==> src/rtl/vnv_pkg.sv <==
package vnv_pkg;
  localparam int NUM_WAYS = 4;
  localparam int IDX_W    = $clog2(NUM_WAYS);

  typedef logic [NUM_WAYS-1:0] way_mask_t;
  typedef logic [IDX_W-1:0]    way_idx_t;

  // index of the set bit of a one-hot mask (0 if empty)
  function automatic way_idx_t mask_to_idx(input way_mask_t m);
    way_idx_t r;
    r = '0;
    for (int i = 0; i < NUM_WAYS; i++)
      if (m[i]) r = r | way_idx_t'(i);
    return r;
  endfunction

  function automatic way_mask_t idx_to_mask(input way_idx_t w);
    return way_mask_t'(1) << w;
  endfunction

  // choose lowest (sel=0) or highest (sel=1) set bit of the free mask
  function automatic way_mask_t pick_free(input way_mask_t free_m, input logic sel);
    way_mask_t lo, hi;
    lo = '0;
    hi = '0;
    for (int i = NUM_WAYS - 1; i >= 0; i--)
      if (free_m[i]) lo = idx_to_mask(way_idx_t'(i));
    for (int i = 0; i < NUM_WAYS; i++)
      if (free_m[i]) hi = idx_to_mask(way_idx_t'(i));
    return sel ? hi : lo;
  endfunction
endpackage

==> src/rtl/vnv_lfsr.sv <==
module vnv_lfsr #(
  parameter int          W     = 8,
  parameter logic [W-1:0] SEED = 8'hA5,
  parameter logic [W-1:0] TAPS = 8'hB8,
  parameter int          OUT_BIT = 0
) (
  input  logic clk,
  input  logic rst_n,
  output logic rnd_bit
);
  logic [W-1:0] state;
  logic         feedback;

  assign feedback = ^(state & TAPS);
  assign rnd_bit  = state[OUT_BIT];

  always_ff @(posedge clk or negedge rst_n) begin
    if (!rst_n) state <= SEED;
    else        state <= {state[W-2:0], feedback};
  end

  // a maximal sequence from a nonzero seed never reaches zero
  p_lfsr_nonzero_r9: assert property (@(posedge clk) disable iff (!rst_n)
    state != '0);
endmodule

==> src/rtl/vnv_next_state.sv <==
module vnv_next_state
  import vnv_pkg::*;
(
  input  way_mask_t cur_v,
  input  way_mask_t cur_n,
  input  logic      acc_valid,
  input  logic      acc_hit,
  input  way_idx_t  acc_way,
  input  logic      pick,
  output way_mask_t nxt_v,
  output way_mask_t nxt_n,
  output logic      evt_promote,
  output logic      evt_refresh
);
  way_mask_t hit_m, free_m;

  assign hit_m  = idx_to_mask(acc_way);
  assign free_m = ~(cur_v | cur_n);

  // miss, or hit on the victim: queue moves forward
  assign evt_promote = acc_valid && (!acc_hit || ((hit_m & cur_v) != '0));
  // hit on the next victim: only the queued slot is replaced
  assign evt_refresh = acc_valid && acc_hit && ((hit_m & cur_n) != '0);

  always_comb begin
    nxt_v = cur_v;
    nxt_n = cur_n;
    if (evt_promote) begin
      nxt_v = cur_n;
      nxt_n = pick_free(free_m, pick);
    end else if (evt_refresh) begin
      nxt_n = pick_free(free_m, pick);
    end
  end
endmodule

==> src/rtl/vnv_repl_set.sv <==
module vnv_repl_set
  import vnv_pkg::*;
#(
  parameter logic [7:0] LFSR_SEED = 8'hA5
) (
  input  logic       clk,
  input  logic       rst_n,
  input  logic       acc_valid,
  input  logic       acc_hit,
  input  logic [1:0] acc_way,
  output logic [1:0] victim_way,
  output logic [1:0] next_way
);
  way_mask_t role_v, role_n, nxt_v, nxt_n;
  logic      pick, evt_promote, evt_refresh;

  vnv_lfsr #(.W(8), .SEED(LFSR_SEED), .TAPS(8'hB8), .OUT_BIT(0)) u_rng (
    .clk     (clk),
    .rst_n   (rst_n),
    .rnd_bit (pick)
  );

  vnv_next_state u_ns (
    .cur_v       (role_v),
    .cur_n       (role_n),
    .acc_valid   (acc_valid),
    .acc_hit     (acc_hit),
    .acc_way     (acc_way),
    .pick        (pick),
    .nxt_v       (nxt_v),
    .nxt_n       (nxt_n),
    .evt_promote (evt_promote),
    .evt_refresh (evt_refresh)
  );

  always_ff @(posedge clk or negedge rst_n) begin
    if (!rst_n) begin
      role_v <= idx_to_mask(way_idx_t'(0));
      role_n <= idx_to_mask(way_idx_t'(1));
    end else begin
      role_v <= nxt_v;
      role_n <= nxt_n;
    end
  end

  assign victim_way = mask_to_idx(role_v);
  assign next_way   = mask_to_idx(role_n);

  p_roles_distinct_r2: assert property (@(posedge clk) disable iff (!rst_n)
    $countones(role_v) == 1 && $countones(role_n) == 1 && (role_v & role_n) == '0);

  p_promote_shift_r4: assert property (@(posedge clk) disable iff (!rst_n)
    evt_promote |=> victim_way == $past(next_way));

  p_promote_fresh_r5: assert property (@(posedge clk) disable iff (!rst_n)
    evt_promote |=> next_way != $past(victim_way) && next_way != $past(next_way));

  p_refresh_keep_r6: assert property (@(posedge clk) disable iff (!rst_n)
    evt_refresh |=> victim_way == $past(victim_way) && next_way != $past(next_way));

  // no qualifying event leaves both roles in place
  p_quiet_hold_r7: assert property (@(posedge clk) disable iff (!rst_n)
    !(evt_promote || evt_refresh) |=> $stable(victim_way) && $stable(next_way));

  p_idle_gate_r8: assert property (@(posedge clk) disable iff (!rst_n)
    !acc_valid |-> !evt_promote && !evt_refresh);
endmodule

==> config.mk <==
export PLATFORM = sky130hd
export DESIGN_NAME = vnv_repl_set
export DESIGN_NICKNAME = d
export VERILOG_FILES = /design/src/rtl/vnv_pkg.sv /design/src/rtl/vnv_lfsr.sv /design/src/rtl/vnv_next_state.sv /design/src/rtl/vnv_repl_set.sv
export SDC_FILE = /design/constraint.sdc
export NUM_CORES = 1
export LEC_CHECK = 0
export ABC_AREA = 1
export BUFFER_PORTS_ARGS = -buffer_cell sky130_fd_sc_hd__buf_2
export CORE_MARGIN = 1.5
export CORE_UTILIZATION = 54
export DETAILED_ROUTE_END_ITERATION = 10
export PLACE_DENSITY = 0.78
export SKIP_CTS_REPAIR_TIMING = 1
export SLEW_MARGIN = 0
export SYNTH_ARGS = -nofsm -noshare
export SYNTH_HDL_FRONTEND = slang
export SYNTH_HIERARCHICAL = 1
export SYNTH_SLANG_ARGS = --single-unit
==> constraint.sdc <==
create_clock -name clk -period 1.5 [get_ports clk]
set_input_delay 0.15 -clock clk [delete_from_list [all_inputs] [get_ports clk]]
set_output_delay 0.15 -clock clk [all_outputs]
set_load 0.005 [all_outputs]
* After elaboration in Yosys (flattened, before gate mapping) *
Index checks and enable logic that the tools add are counted.

operators by class
  multiply operators = 0
  bitwise operators = 4
  multiplexer cells = 17
  div/mod/pow operators = 0
  add/subtract/negate cells = 0
  eq/ne operators = 0
  reduce and logical (&&, ||, !) cells = 9
  magnitude comparators = 0
  shift operators = 1

operator list
  kind                   number
  $mux W4                8
  $mux W2                5
  $and A4 B4 Y4          2
  $reduce_bool A4 Y1     2
  $reduce_xor A8 Y1      1
  $not A4 Y4             1
  $or A4 B4 Y4           1
  $shl A1 B2 Y4 const A  1
  $logic_and A1 B1 Y1    3
  $mux W1                3
  $mux W3                1
  $reduce_bool A2 Y1     1
  $logic_not A1 Y1       1
  $logic_or A1 B1 Y1     1

word-level totals
  word-level logic and storage cells = 34
  latch bits = 0
  bits in read-only memories = 0
  memories = 0
  memory bits (writable) = 0
  register bits after elaboration = 16
  output and inout bits = 4

* Longest topological paths before layout *
  word-level depth = 9
  gate-level depth with buffers = 7

* Cells and area by module *
Netlist, hierarchy kept.

by module, submodules not included
  module          area each (um^2)  instances  cells each
  vnv_next_state  295.3             1          65
  vnv_lfsr        276.5             1          25
  vnv_repl_set    240.2             1          18

* Worst setup path before layout *
No wires, ideal clock.

  kind = reg2reg
  start point = register role_v[3]
  end point = register role_n[0]
  required time = 1.383 ns
  setup slack = 0.411 ns
  setup time = 0.117 ns
  buffers on the path = 0
  stages on the path, launching flop included = 7
  arrival = 0.972 ns
  cell sequence = dfrtp_1 -> nand3_1 -> nand3_2 -> o21bai_4 -> nand2_2 -> nand2_1 -> nand2_1

between the ends
  cells in the longest elaborated chain, start to end = 6
  elaborated cells on any way between the ends = 11

RTL lines
  element                   line                  text
  start: declaration        vnv_repl_set.sv:14    way_mask_t role_v, role_n, nxt_v, nxt_n;
  start signal: assignment  vnv_repl_set.sv:38    role_v <= idx_to_mask(way_idx_t'(0));
  start signal: assignment  vnv_repl_set.sv:41    role_v <= nxt_v;
  $or A4 B4 Y4              vnv_next_state.sv:18  assign free_m = ~(cur_v | cur_n);
  $not A4 Y4                vnv_next_state.sv:18
  $mux W4                   vnv_pkg.sv:29         if (free_m[i]) hi = idx_to_mask(way_idx_t'(i));
  $mux W4                   vnv_pkg.sv:30         return sel ? hi : lo;
  $mux W4                   vnv_next_state.sv:31  end else if (evt_refresh) begin
  $mux W4 *                 vnv_next_state.sv:28  if (evt_promote) begin
  net nxt_n[0]              vnv_repl_set.sv:14
  end signal: assignment    vnv_repl_set.sv:39    role_n <= idx_to_mask(way_idx_t'(1));
  end signal: assignment    vnv_repl_set.sv:42    role_n <= nxt_n;
  end: declaration          vnv_repl_set.sv:14

The timed path passes the listed nets; every way through them passes the cells marked *. The select of a mux whose other input is x is not followed.
A chain may end at the register's enable or synchronous reset.

* Worst setup path after layout *
  start point = register role_v[2]
  end point = register role_n[0]

between the ends
  cells in the longest elaborated chain, start to end = 8
  elaborated cells on any way between the ends = 15

RTL lines
  element               line                  text
  $or A4 B4 Y4          vnv_next_state.sv:18
  $not A4 Y4            vnv_next_state.sv:18
  $mux W4 (3 in a row)  vnv_pkg.sv:27         if (free_m[i]) lo = idx_to_mask(way_idx_t'(i));
  $mux W4               vnv_pkg.sv:30
  $mux W4               vnv_next_state.sv:31
  $mux W4 *             vnv_next_state.sv:28
  net nxt_n[0]          vnv_repl_set.sv:14

Marks and branches as above.

==> flow_metrics.tcl <==
set metrics [dict create \
    status "completed" \
    wl_per_cell_um 11.2 \
    io_buffers 9 \
    n_antenna_cell 0 \
    r2r_start "role_v[2]" \
    clockBufferDepth 2 \
    cts.sinks 16 \
    worst_slack_ns 0.231 \
    fin_util_pct 68.0 \
    grt_max_degree 17 \
    fmax_mhz 788 \
    finalInstanceArea_um2 918 \
    grt_antenna_before_repair 0 \
    die_y_um 41.7 \
    dp_slack_ns 0.259 \
    layout.nets 128 \
    post-route-period-util_pct 84.6 \
    maxCapViolations 0 \
    rr_worst_depth 6 \
    yosysWarningCount 6 \
    cts_buffers 3 \
    netlist_instances 107 \
    place_area_um2 872 \
    track_usage_pct 20.0 \
    grt_overflow 0 \
    path_max_fanout 10 \
    p_sw_share_pct 38.0 \
    drc_errors 0 \
    slew_violations 0 \
    setup_violations 0 \
    period_minus_slack_ns 1.27 \
    start_util_pct 59.9 \
    layout-drive-gt1-share_pct 20.7 \
    firstDrtPassIters 4 \
    grt_pass1_vias 565 \
    powerDensity_nw_per_um2 1560 \
    dp_hpwl_mm 1.11 \
    p_int_mw 0.890 \
    core_area_um2 1350 \
    tns_ns 0 \
    drt.antenna.violating_nets 0 \
    p_switching_mw 0.545 \
    chipWidth_um 41.7 \
    regArea_um2 408 \
    place.gp.congestion 0.840 \
    required_ns 1.68 \
    rsz0062_at_grt "false" \
    worst_slew_pin_slew_ns 0.351 \
    end_kind "flip-flop" \
    critPathKind "reg2reg" \
    cts_root_buf "clkbuf_4" \
    irDropWorstVdd_mv 0.886 \
    skew_ns 0.000725 \
    critPathLaunchType "flip-flop" \
    drt_wl_total_mm 1.52 \
    pin_count 10 \
    power_frac_comb_pct 35.3 \
    vias 690 \
    cts_htree_levels 1 \
    clk_pin_slew_ns 0.09 \
    hold_viol_final 0 \
    r2r-end "role_n[0]" \
    syn_to_final_growth_pct 13.6 \
    multi_input_area_um2 333 \
    syn_area_per_cell_um2 7.55 \
    relSlewSlack_pct 76.6 \
    via_per_inst 5.07 \
    fillers 117 \
    dr.first_iter.drc_count 11 \
    seq_power_share_pct 45.5 \
    grt_first_pass_wirelength_mm 2.58 \
    clk_latency_ns 0.28 \
    die_area_um2 1740 \
    syn_area_um2 808 \
    p_leak_nw 0.514 \
    ff2ff_setup_slack_ns 0.23 \
    cts_tree "built" \
    pwr-share-clk_pct 19.3 \
    crit_arrival_ns 1.45 \
    syn_nets 113 \
    hp-class "in2async" \
    row_count 13 \
]
-- layout by cell type, fill, tap and decap left out, types with 2 or more instances in the layout --
cell type,count
dfstp_2,6
o21ai_0,4
dfrtp_1,10
clkbuf_4,3
nand2_1,41
nand3_1,10
a21oi_1,2
nor2_1,10
buf_2,9
inv_1,17
-- how the worst max path moves through the flow --
stage	start	endpoint	slack, ns	cells past startpoint
final	role_v[2]	role_n[0]	0.23	6
after detailed placement	role_v[2]	role_n[3]	0.26	6
after global placement	role_v[2]	role_n[2]	0.32	6
after global routing	role_v[2]	role_n[0]	0.13	6
after CTS	role_v[2]	role_n[3]	0.24	6
after floorplan	role_v[3]	role_n[0]	0.41	6
-- sequential cells by signal (all words and copies together) (netlist names) --
name / flops
role_n: 4
u_rng/state: 8
role_v: 4
-- power groups by stage --
stage / Combinational, mW / Clock (mW) / Sequential, mW
floorplan: 0.356 / 0 / 0.618
global placement: 0.487 / 0 / 0.655
detailed placement: 0.498 / 0 / 0.659
CTS: 0.504 / 0.287 / 0.652
global route: 0.582 / 0.312 / 0.670
finish: 0.506 / 0.276 / 0.652
-- worst max-delay path: stages, from the launching register on --
cell and delay (ns):
dfrtp_1 0.43, nand3_1 0.12, nand3_2 0.10, o21bai_4 0.26, nand2_2 0.12, nand2_1 0.09
nand2_1 0.05
-- area by class of cell --
class	instances	share of cell area, %
well taps	15	2.04
clock buffers	4	3.95
inverters	18	7.36
multi-input cells	73	36.2
repair buffers	10	5.99
flip-flops and latches	16	44.4
-- per-layer routing --
metal,vias up,part of all wire [%],global-route usage [%]
met5,-,0,0
li1,354,-,-
met1,312,49,29.6
met2,22,45,28.1
met4,0,0.53,5.81
met3,2,5.5,6.52
-- stage by stage --
| stage | hold slack [ns] | power (mW) | instances |
|---|---|---|---|
| 2_1_floorplan | -0.146 | 0.975 | 107 |
| 3_3_place_gp | 0.0731 | 1.14 | 131 |
| 3_5_place_dp | 0.0760 | 1.16 | 131 |
| 4_1_cts | -0.237 | 1.44 | 135 |
| 5_1_grt | 0.311 | 1.56 | 136 |
| 6_report | 0.298 | 1.43 | 136 |
Note: power is estimated with default switching activity, not from simulation.
